[config.mk]
export PLATFORM = sky130hd
export DESIGN_NAME = dma4_ctrl
export DESIGN_NICKNAME = d
export VERILOG_FILES = /design/src/rtl/dma4_pkg.sv /design/src/rtl/dma4_chan.sv /design/src/rtl/dma4_arb.sv /design/src/rtl/dma4_seq.sv /design/src/rtl/dma4_ctrl.sv
export SDC_FILE = /design/constraint.sdc
export NUM_CORES = 1
export LEC_CHECK = 0
export ABC_AREA = 0
export CAP_MARGIN = 20
export CORE_MARGIN = 2
export CORE_UTILIZATION = 55
export CTS_CLUSTER_SIZE = 30
export DETAILED_ROUTE_END_ITERATION = 7
export GPL_TIMING_DRIVEN = 0
export PLACE_DENSITY = 0.74
export SLEW_MARGIN = 5
export SYNTH_ARGS = -nofsm -noshare
export SYNTH_HDL_FRONTEND = slang
export SYNTH_SLANG_ARGS = --single-unit
[constraint.sdc]
create_clock -name clk -period 3.14 [get_ports clk]
set_input_delay 0.471 -clock clk [delete_from_list [all_inputs] [get_ports clk]]
set_output_delay 0.471 -clock clk [all_outputs]
set_load 0.01 [all_outputs]
[src/rtl/dma4_pkg.sv]
package dma4_pkg;
  // control word bit positions
  localparam int CB_EN   = 0;
  localparam int CB_SINC = 1;
  localparam int CB_DINC = 2;
  localparam int CB_IE   = 3;
  localparam int CB_TEND = 4;
  localparam int CTL_W   = 5;
  // global word bit positions
  localparam int GB_ME   = 0;
  localparam int GB_NMI  = 1;
  // per-channel field offsets
  localparam logic [1:0] FLD_SRC = 2'd0;
  localparam logic [1:0] FLD_DST = 2'd1;
  localparam logic [1:0] FLD_CNT = 2'd2;
  localparam logic [1:0] FLD_CTL = 2'd3;

  typedef enum logic [1:0] {SQ_IDLE, SQ_READ, SQ_WRITE} seq_state_t;
endpackage

[src/rtl/dma4_chan.sv]
module dma4_chan
  import dma4_pkg::*;
#(
  parameter int AW = 16,
  parameter int CW = 16,
  parameter int RW = 16
) (
  input  logic              clk,
  input  logic              rst,
  input  logic              wr,
  input  logic [1:0]        fld,
  input  logic [RW-1:0]     wdata,
  input  logic              me,
  input  logic              upd,
  output logic [AW-1:0]     src_o,
  output logic [AW-1:0]     dst_o,
  output logic [CW-1:0]     cnt_o,
  output logic [CTL_W-1:0]  ctl_o,
  output logic              ready_o
);
  logic [AW-1:0] src, dst;
  logic [CW-1:0] cnt;
  logic en, sinc, dinc, ie, tend;
  logic locked;

  assign locked = en && me;

  always_ff @(posedge clk) begin
    if (rst) begin
      src  <= '0;
      dst  <= '0;
      cnt  <= '0;
      en   <= 1'b0;
      sinc <= 1'b0;
      dinc <= 1'b0;
      ie   <= 1'b0;
      tend <= 1'b0;
    end else begin
      if (wr) begin
        case (fld)
          FLD_SRC: src <= wdata[AW-1:0];
          FLD_DST: dst <= wdata[AW-1:0];
          FLD_CNT: cnt <= wdata[CW-1:0];
          default: begin
            if (!locked) begin
              en   <= wdata[CB_EN];
              sinc <= wdata[CB_SINC];
              dinc <= wdata[CB_DINC];
              ie   <= wdata[CB_IE];
              if (!wdata[CB_TEND]) tend <= 1'b0;
            end
          end
        endcase
      end
      // a finished unit overrides a colliding register write
      if (upd) begin
        if (sinc) src <= src + 1'b1;
        if (dinc) dst <= dst + 1'b1;
        cnt <= cnt - 1'b1;
        if (cnt == CW'(1)) tend <= 1'b1;
      end
    end
  end

  assign src_o   = src;
  assign dst_o   = dst;
  assign cnt_o   = cnt;
  assign ctl_o   = {tend, ie, dinc, sinc, en};
  assign ready_o = en && !tend && (cnt != '0);


  ctl_lock_chk: assert property (@(posedge clk) disable iff (rst)
    (wr && fld == FLD_CTL && locked) |=> ({en, sinc, dinc, ie} == $past({en, sinc, dinc, ie})));

  tend_zero_chk: assert property (@(posedge clk) disable iff (rst)
    $rose(tend) |-> (cnt == '0));
endmodule

[src/rtl/dma4_arb.sv]
module dma4_arb #(
  parameter int NCH = 4,
  parameter int IW  = 2,
  // slot k (k=0 highest) names the channel at bits [k*IW +: IW]
  parameter logic [NCH*IW-1:0] PRIO = {2'd1, 2'd2, 2'd3, 2'd0}
) (
  input  logic           clk,
  input  logic           rst,
  input  logic [NCH-1:0] elig,
  output logic [NCH-1:0] gnt,
  output logic [IW-1:0]  gnt_idx,
  output logic           any
);
  always_comb begin
    gnt     = '0;
    gnt_idx = '0;
    any     = 1'b0;
    for (int k = NCH - 1; k >= 0; k--) begin
      if (elig[PRIO[k*IW +: IW]]) begin
        gnt                    = '0;
        gnt[PRIO[k*IW +: IW]]  = 1'b1;
        gnt_idx                = PRIO[k*IW +: IW];
        any                    = 1'b1;
      end
    end
  end


  gnt_onehot_chk: assert property (@(posedge clk) disable iff (rst) $onehot0(gnt));

  gnt_valid_chk: assert property (@(posedge clk) disable iff (rst) (gnt & ~elig) == '0);

  top_slot_chk: assert property (@(posedge clk) disable iff (rst)
    elig[PRIO[IW-1:0]] |-> gnt[PRIO[IW-1:0]]);
endmodule

[src/rtl/dma4_seq.sv]
module dma4_seq
  import dma4_pkg::*;
#(
  parameter int NCH = 4,
  parameter int IW  = 2,
  parameter int AW  = 16,
  parameter int DW  = 8
) (
  input  logic           clk,
  input  logic           rst,
  input  logic           start,
  input  logic [IW-1:0]  start_idx,
  input  logic [AW-1:0]  start_src,
  input  logic [AW-1:0]  start_dst,
  input  logic [DW-1:0]  mem_rdata,
  output logic           mem_rd,
  output logic           mem_wr,
  output logic [AW-1:0]  mem_addr,
  output logic [DW-1:0]  mem_wdata,
  output logic [NCH-1:0] dack,
  output logic [NCH-1:0] upd,
  output logic           idle
);
  seq_state_t    st;
  logic [IW-1:0] cur;
  logic [AW-1:0] dst_l;

  always_ff @(posedge clk) begin
    if (rst) begin
      st        <= SQ_IDLE;
      cur       <= '0;
      dst_l     <= '0;
      mem_rd    <= 1'b0;
      mem_wr    <= 1'b0;
      mem_addr  <= '0;
      mem_wdata <= '0;
      dack      <= '0;
    end else begin
      dack <= '0;
      case (st)
        SQ_IDLE: begin
          if (start) begin
            st       <= SQ_READ;
            cur      <= start_idx;
            dst_l    <= start_dst;
            mem_rd   <= 1'b1;
            mem_addr <= start_src;
            dack     <= NCH'(1) << start_idx;
          end
        end
        SQ_READ: begin
          st        <= SQ_WRITE;
          mem_rd    <= 1'b0;
          mem_wr    <= 1'b1;
          mem_addr  <= dst_l;
          mem_wdata <= mem_rdata;
        end
        default: begin
          st     <= SQ_IDLE;
          mem_wr <= 1'b0;
        end
      endcase
    end
  end

  assign upd  = (st == SQ_WRITE) ? (NCH'(1) << cur) : '0;
  assign idle = (st == SQ_IDLE);


  rd_then_wr_chk: assert property (@(posedge clk) disable iff (rst) mem_rd |=> mem_wr);

  no_overlap_chk: assert property (@(posedge clk) disable iff (rst) !(mem_rd && mem_wr));

  dack_onehot_chk: assert property (@(posedge clk) disable iff (rst) $onehot0(dack));

  dack_with_rd_chk: assert property (@(posedge clk) disable iff (rst) (dack != '0) |-> mem_rd);
endmodule

[src/rtl/dma4_ctrl.sv]
module dma4_ctrl
  import dma4_pkg::*;
#(
  parameter int NCH = 4,
  parameter int AW  = 16,
  parameter int CW  = 16,
  parameter int RW  = 16,
  parameter int DW  = 8,
  parameter int CAW = $clog2(NCH * 4) + 1
) (
  input  logic           clk,
  input  logic           rst,
  input  logic           cfg_wr,
  input  logic [CAW-1:0] cfg_addr,
  input  logic [RW-1:0]  cfg_wdata,
  output logic [RW-1:0]  cfg_rdata,
  input  logic [NCH-1:0] dreq,
  output logic [NCH-1:0] dack,
  input  logic           nmi,
  output logic           mem_rd,
  output logic           mem_wr,
  output logic [AW-1:0]  mem_addr,
  output logic [DW-1:0]  mem_wdata,
  input  logic [DW-1:0]  mem_rdata,
  output logic [NCH-1:0] irq
);
  localparam int IW = $clog2(NCH);

  logic          is_glob;
  logic [IW-1:0] ch_sel;
  logic [1:0]    fld;
  logic          me, nmi_f;

  logic [AW-1:0]    src_a [NCH];
  logic [AW-1:0]    dst_a [NCH];
  logic [CW-1:0]    cnt_a [NCH];
  logic [CTL_W-1:0] ctl_a [NCH];
  logic [NCH-1:0]   ready, elig, gnt, upd;
  logic [IW-1:0]    gnt_idx;
  logic             any, seq_idle;

  assign is_glob = cfg_addr[CAW-1];
  assign ch_sel  = cfg_addr[CAW-2:2];
  assign fld     = cfg_addr[1:0];

  // global word: master run bit and sticky NMI flag
  always_ff @(posedge clk) begin
    if (rst) begin
      me    <= 1'b0;
      nmi_f <= 1'b0;
    end else begin
      if (cfg_wr && is_glob) begin
        me <= cfg_wdata[GB_ME];
        if (!cfg_wdata[GB_NMI]) nmi_f <= 1'b0;
      end
      if (nmi) nmi_f <= 1'b1;
    end
  end

  for (genvar n = 0; n < NCH; n++) begin : g_ch
    dma4_chan #(.AW(AW), .CW(CW), .RW(RW)) u_chan (
      .clk     (clk),
      .rst     (rst),
      .wr      (cfg_wr && !is_glob && (ch_sel == IW'(n))),
      .fld     (fld),
      .wdata   (cfg_wdata),
      .me      (me),
      .upd     (upd[n]),
      .src_o   (src_a[n]),
      .dst_o   (dst_a[n]),
      .cnt_o   (cnt_a[n]),
      .ctl_o   (ctl_a[n]),
      .ready_o (ready[n])
    );
  end

  assign elig = ready & dreq & {NCH{me && !nmi_f}};

  dma4_arb #(.NCH(NCH), .IW(IW)) u_arb (
    .clk     (clk),
    .rst     (rst),
    .elig    (elig),
    .gnt     (gnt),
    .gnt_idx (gnt_idx),
    .any     (any)
  );

  dma4_seq #(.NCH(NCH), .IW(IW), .AW(AW), .DW(DW)) u_seq (
    .clk       (clk),
    .rst       (rst),
    .start     (any),
    .start_idx (gnt_idx),
    .start_src (src_a[gnt_idx]),
    .start_dst (dst_a[gnt_idx]),
    .mem_rdata (mem_rdata),
    .mem_rd    (mem_rd),
    .mem_wr    (mem_wr),
    .mem_addr  (mem_addr),
    .mem_wdata (mem_wdata),
    .dack      (dack),
    .upd       (upd),
    .idle      (seq_idle)
  );

  always_ff @(posedge clk) begin
    if (rst) begin
      cfg_rdata <= '0;
      irq       <= '0;
    end else begin
      for (int n = 0; n < NCH; n++) irq[n] <= ctl_a[n][CB_TEND] && ctl_a[n][CB_IE];
      if (is_glob) cfg_rdata <= RW'({nmi_f, me});
      else begin
        case (fld)
          FLD_SRC: cfg_rdata <= RW'(src_a[ch_sel]);
          FLD_DST: cfg_rdata <= RW'(dst_a[ch_sel]);
          FLD_CNT: cfg_rdata <= RW'(cnt_a[ch_sel]);
          default: cfg_rdata <= RW'(ctl_a[ch_sel]);
        endcase
      end
    end
  end


  nmi_latch_chk: assert property (@(posedge clk) disable iff (rst) nmi |=> nmi_f);

  nmi_block_chk: assert property (@(posedge clk) disable iff (rst) $rose(mem_rd) |-> !$past(nmi_f));

  me_gate_chk: assert property (@(posedge clk) disable iff (rst) $rose(mem_rd) |-> $past(me));

  start_idle_chk: assert property (@(posedge clk) disable iff (rst) (any && seq_idle) |=> mem_rd);
endmodule

==> flow_results.org <==
** Drt
- The detailed router placed between 15000 and 20000 vias in this run.
- The first detailed-routing pass ran for 8 iterations.
- In the routed layout, each cell is associated on average with a via count of 7.26.
- Iteration-0 DRC Markers :: 2996
- Routed len/inst :: 29.5 microns
- ANT nets after route :: 0
- Wires add up to around 77000 microns.
- DRC violation count after routing :: 0

** GRT
- Via count of the first global-routing pass :: 16800
- Global routing used about 47% of the available tracks across all layers.
- The first global-routing pass estimated around 110000 microns of wire.
- For this run the aggregate overflow at the end of global routing stands at 0.
- Entering global routing, the biggest net connects 14 pins.
- The initial antenna violation count came to 3.

** Placement
- In this run the cell area measured after placement is 0.0182 sq mm.
- Worst slack at placement :: -0.768 ns
- HPWL after DPL :: 56700 microns
- During placement, the flow inserted port buffers numbering slightly above 80.
- At the end of routability-driven placement, the weighted congestion stood at 1.06.

** Synthesis
- Number of flops mapped to enable cells by yosys :: 0
- Synthesis-stage register bit count :: 284
- For this run, the leading register cell type out of synthesis is dfxtp_1.
- Share of synthesized registers carrying an async set or reset :: 0%
- A synthesized cell averages 8.17 sq um.
- Count of yosys warnings during synthesis :: 0
- Cell count after synthesis :: 2052
- Area share of the largest cell type after synthesis :: 33.9%
- The number of different library cells used by synthesis comes to slightly above 80.
- The cell area that synthesis handed to floorplanning was ~0.017 sq mm.
- The number of nets in the synthesized netlist is 2105.
- Most frequent cells after synthesis :: dfxtp_1, nor2_1, nand2_1, a21oi_1, clkbuf_1
- Top cells by area, synth :: dfxtp_1, mux4_2, nor2_1
- For this run, the register share of the synthesized area comes to 33.9%.
- dfxtp_1 is the most common cell in the netlist.
- Cell type contributing the most total cell area after synthesis :: dfxtp_1

** Timing
- The routed design could run at a clock period as short as between 3 and 4 ns.
- Setup skew after layout :: 0.0221 ns
- Setup_tns :: -0.00224 ns
- Setup violations remaining at the end of the flow were counted as 1.
- Final-report max-slew violation count :: 0
- The worst path uses 100% of the clock period.
- Slew HR :: 1.38%
- Setup repair after global routing could not meet its margin everywhere.
- Smallest setup slack after layout :: -0.00224 ns
- At the pin with the least slew margin, the transition time is roughly 1.5 ns.
- Highest clock frequency the design can meet :: ~320 MHz
- The final-report hold violation count was 0.

** Power
- Power density normalized to cell area :: 444 mW/mm^2
- VDD sags by at most 0.412 mV.
- Overall power after layout :: 8690 uW
- Standby leakage power :: 0.00677 uW

** Critical path
- At the worst endpoint, the required time is approximately 3.6 ns.
- Maximum fanout count along the critical path :: 10
- Beginning of the worst register-to-register path :: g_ch[0].u_chan.cnt_o[0]$_SDFFE_PP0P_
- CP startpoint kind :: input pin
- Number of cell instances on the worst register-to-register path :: 9
- The critical path starts at cfg_wr.
- Data arrival, critical path :: about 3.6 ns
- Flop2flop setup slack :: -0.002 ns
- The worst register-to-register path ends at u_seq.mem_addr[8]$_SDFFE_PP0P_.
- By startpoint and endpoint, the worst setup path is classified as in -> reg.
- CP Capture Type :: flip-flop
- Setup crit end :: g_ch[1].u_chan.src_o[12]$_SDFF_PP0_

** Floorplanning
- Core box area :: 0.0298 sq mm
- Starting density of the core :: 56.3%
- DIE WIDTH :: 179 microns
- Pin placement for this block handled 87 I/O pins.
- From bottom edge to top edge, the die measures 179 microns.
- The die covers about 0.032 sq mm.
- Row generation in the floorplan step produced 63 rows.

** Clocking
- The H-tree was split into 2 levels.
- Insertion delay of the later-clocked pin in the worst-skew pair :: around 0.54 ns
- Buffers inserted during clock tree synthesis total 35.
- Clock tree synthesis selected as its root buffer the cell clkbuf_16.
- TritonCTS built the clock tree.
- The longest clock path from root to sink contains 3 buffers.
- Clock tree synthesis found a total of between 200 and 300 sinks.
- Hold-fix buffers at CTS :: 0
- Clock transition at the registers of the reported paths :: approximately 0.06 ns

** Min path
- The min-delay analysis places its worst path in the category reg -> reg.

** Finish
- The post-route netlist has slightly above 10% of its cells at a drive strength greater than 1.
- The layout has 2515 filler cells.
- Area delta synth->final :: 16.6%
- Net count of the finished layout :: around 2200
- Post-layout instance area :: 0.0196 sq mm

** Outcome
- The checks that failed: negative setup slack.
- Run status :: finished, violations left

** Flow run
- Number of maximum-capacitance constraint violations :: 0
## stage by stage
| step | hold slack, ns | util (%) | instances |
|---|---|---|---|
| finish | 0.463 | 65.6 | 2601 |
| global route | 0.481 | 65.6 | 2599 |
| CTS | 0.458 | 65.2 | 2591 |
| detailed placement | 0.450 | 61.1 | 2531 |
| global placement | 0.440 | 60.6 | 2523 |
| floorplan | 0.419 | - | 2052 |
## worst min path at each step
stage,from,to,slack (ns),depth (start not counted)
finish,u_seq.mem_wdata[6]$_SDFFE_PP0P_,u_seq.mem_wdata[6]$_SDFFE_PP0P_,0.46,2
global route,g_ch[0].u_chan.ie$_SDFFE_PP0P_,irq[0]$_SDFF_PP0_,0.48,2
CTS,g_ch[0].u_chan.ie$_SDFFE_PP0P_,irq[0]$_SDFF_PP0_,0.46,2
detailed placement,g_ch[0].u_chan.ie$_SDFFE_PP0P_,irq[0]$_SDFF_PP0_,0.45,2
global placement,u_seq.mem_wdata[4]$_SDFFE_PP0P_,u_seq.mem_wdata[4]$_SDFFE_PP0P_,0.44,2
floorplan,g_ch[0].u_chan.ie$_SDFFE_PP0P_,irq[0]$_SDFF_PP0_,0.42,2
## final cells by class
cell class / count / area, sq um / area share, %
plain buffers: 159 / 667 / 3.41
multi-input cells: 1551 / 10300 / 52.5
clock buffers: 47 / 1010 / 5.18
well taps: 390 / 488 / 2.49
repair buffers: 98 / 1030 / 5.28
clock inverters: 13 / 193 / 0.985
flip-flops and latches: 284 / 5690 / 29.1
inverters: 57 / 214 / 1.09
diodes: 2 / 5.00 / 0.0256
## cell families (layout without fill, tap and decap cells)
kind of cell | after synthesis | after routing | synth area share [%]
AO/OA/AOI/OAI | 560 | 560 | 23.5
buffers and inverters | 217 | 374 | 5.17
adder cells (fa/ha/maj) | 16 | 16 | 1.19
AND/OR/NAND/NOR | 861 | 861 | 25.0
XOR/XNOR | 1 | 1 | 0.0522
other | 0 | 2 | 0
flip-flops | 284 | 284 | 33.9
multiplexers | 113 | 113 | 11.1
## layer usage
layer	global-route usage [%]	part of all wire, %	routed length, microns	up-vias
met2	66.6	40	31000	1562
met3	18.7	17	12900	294
met5	0	0.017	13	-
li1	-	-	-	8069
met4	26.7	6.5	5020	2
met1	60.4	36	27700	8952
## flip-flops by register name, summed over array words and instances, names as in the netlist
| name | cells |
|---|---|
| g_ch.u_chan.cnt_o | 64 |
| g_ch.u_chan.dst_o | 64 |
| g_ch.u_chan.src_o | 64 |
| cfg_rdata | 16 |
| u_seq.dst_l | 16 |
| u_seq.mem_addr | 16 |
| u_seq.mem_wdata | 8 |
| g_ch.u_chan.dinc | 4 |
| g_ch.u_chan.en | 4 |
| g_ch.u_chan.ie | 4 |
| g_ch.u_chan.sinc | 4 |
| g_ch.u_chan.tend | 4 |
| irq | 4 |
| u_seq.dack | 4 |
| u_seq.cur | 2 |
| u_seq.st | 2 |
| me | 1 |
| nmi_f | 1 |
| u_seq.mem_rd | 1 |
| u_seq.mem_wr | 1 |
## power by group
part | internal [uW] | switching (uW)
sequential | 3630 | 45.1
clock | 2670 | 1670
combinational | 188 | 484
## timing repair
item | in CTS | in global routing
endpoints found under the setup margin | 23 | 56
pin swaps | 0 | 4
buffers inserted | 0 | 5
gates resized for setup | 6 | 20
hold endpoints to repair | 0 | 0
## worst max-delay path, cell delays in order
cell	delay (ns)
clkdlybuf4s50_1	0.76
nor4b_1	0.60
clkdlybuf4s18_2	0.39
nand2_1	0.13
nor2_2	0.35
clkbuf_1	0.47
a211oi_1	0.09
nor4_1	0.29
## layout by cell type, fill, tap and decap left out, drive strengths merged, types with 22 or more instances in the layout
master,netlist,final
o211ai,50,50
nor4,47,47
clkbuf,126,173
and3,77,77
o221ai,22,22
a21oi,158,158
nand2,216,216
nor3,72,72
dfxtp,284,284
inv,57,57
mux4,58,58
o21ai,90,90
clkdlybuf4s50,0,81
nand3,89,89
mux2i,45,45
a311oi,32,32
a221oi,33,33
buf,34,48
a211oi,45,45
nor2,255,255
No activity file was read; power rests on OpenSTA's default activity.
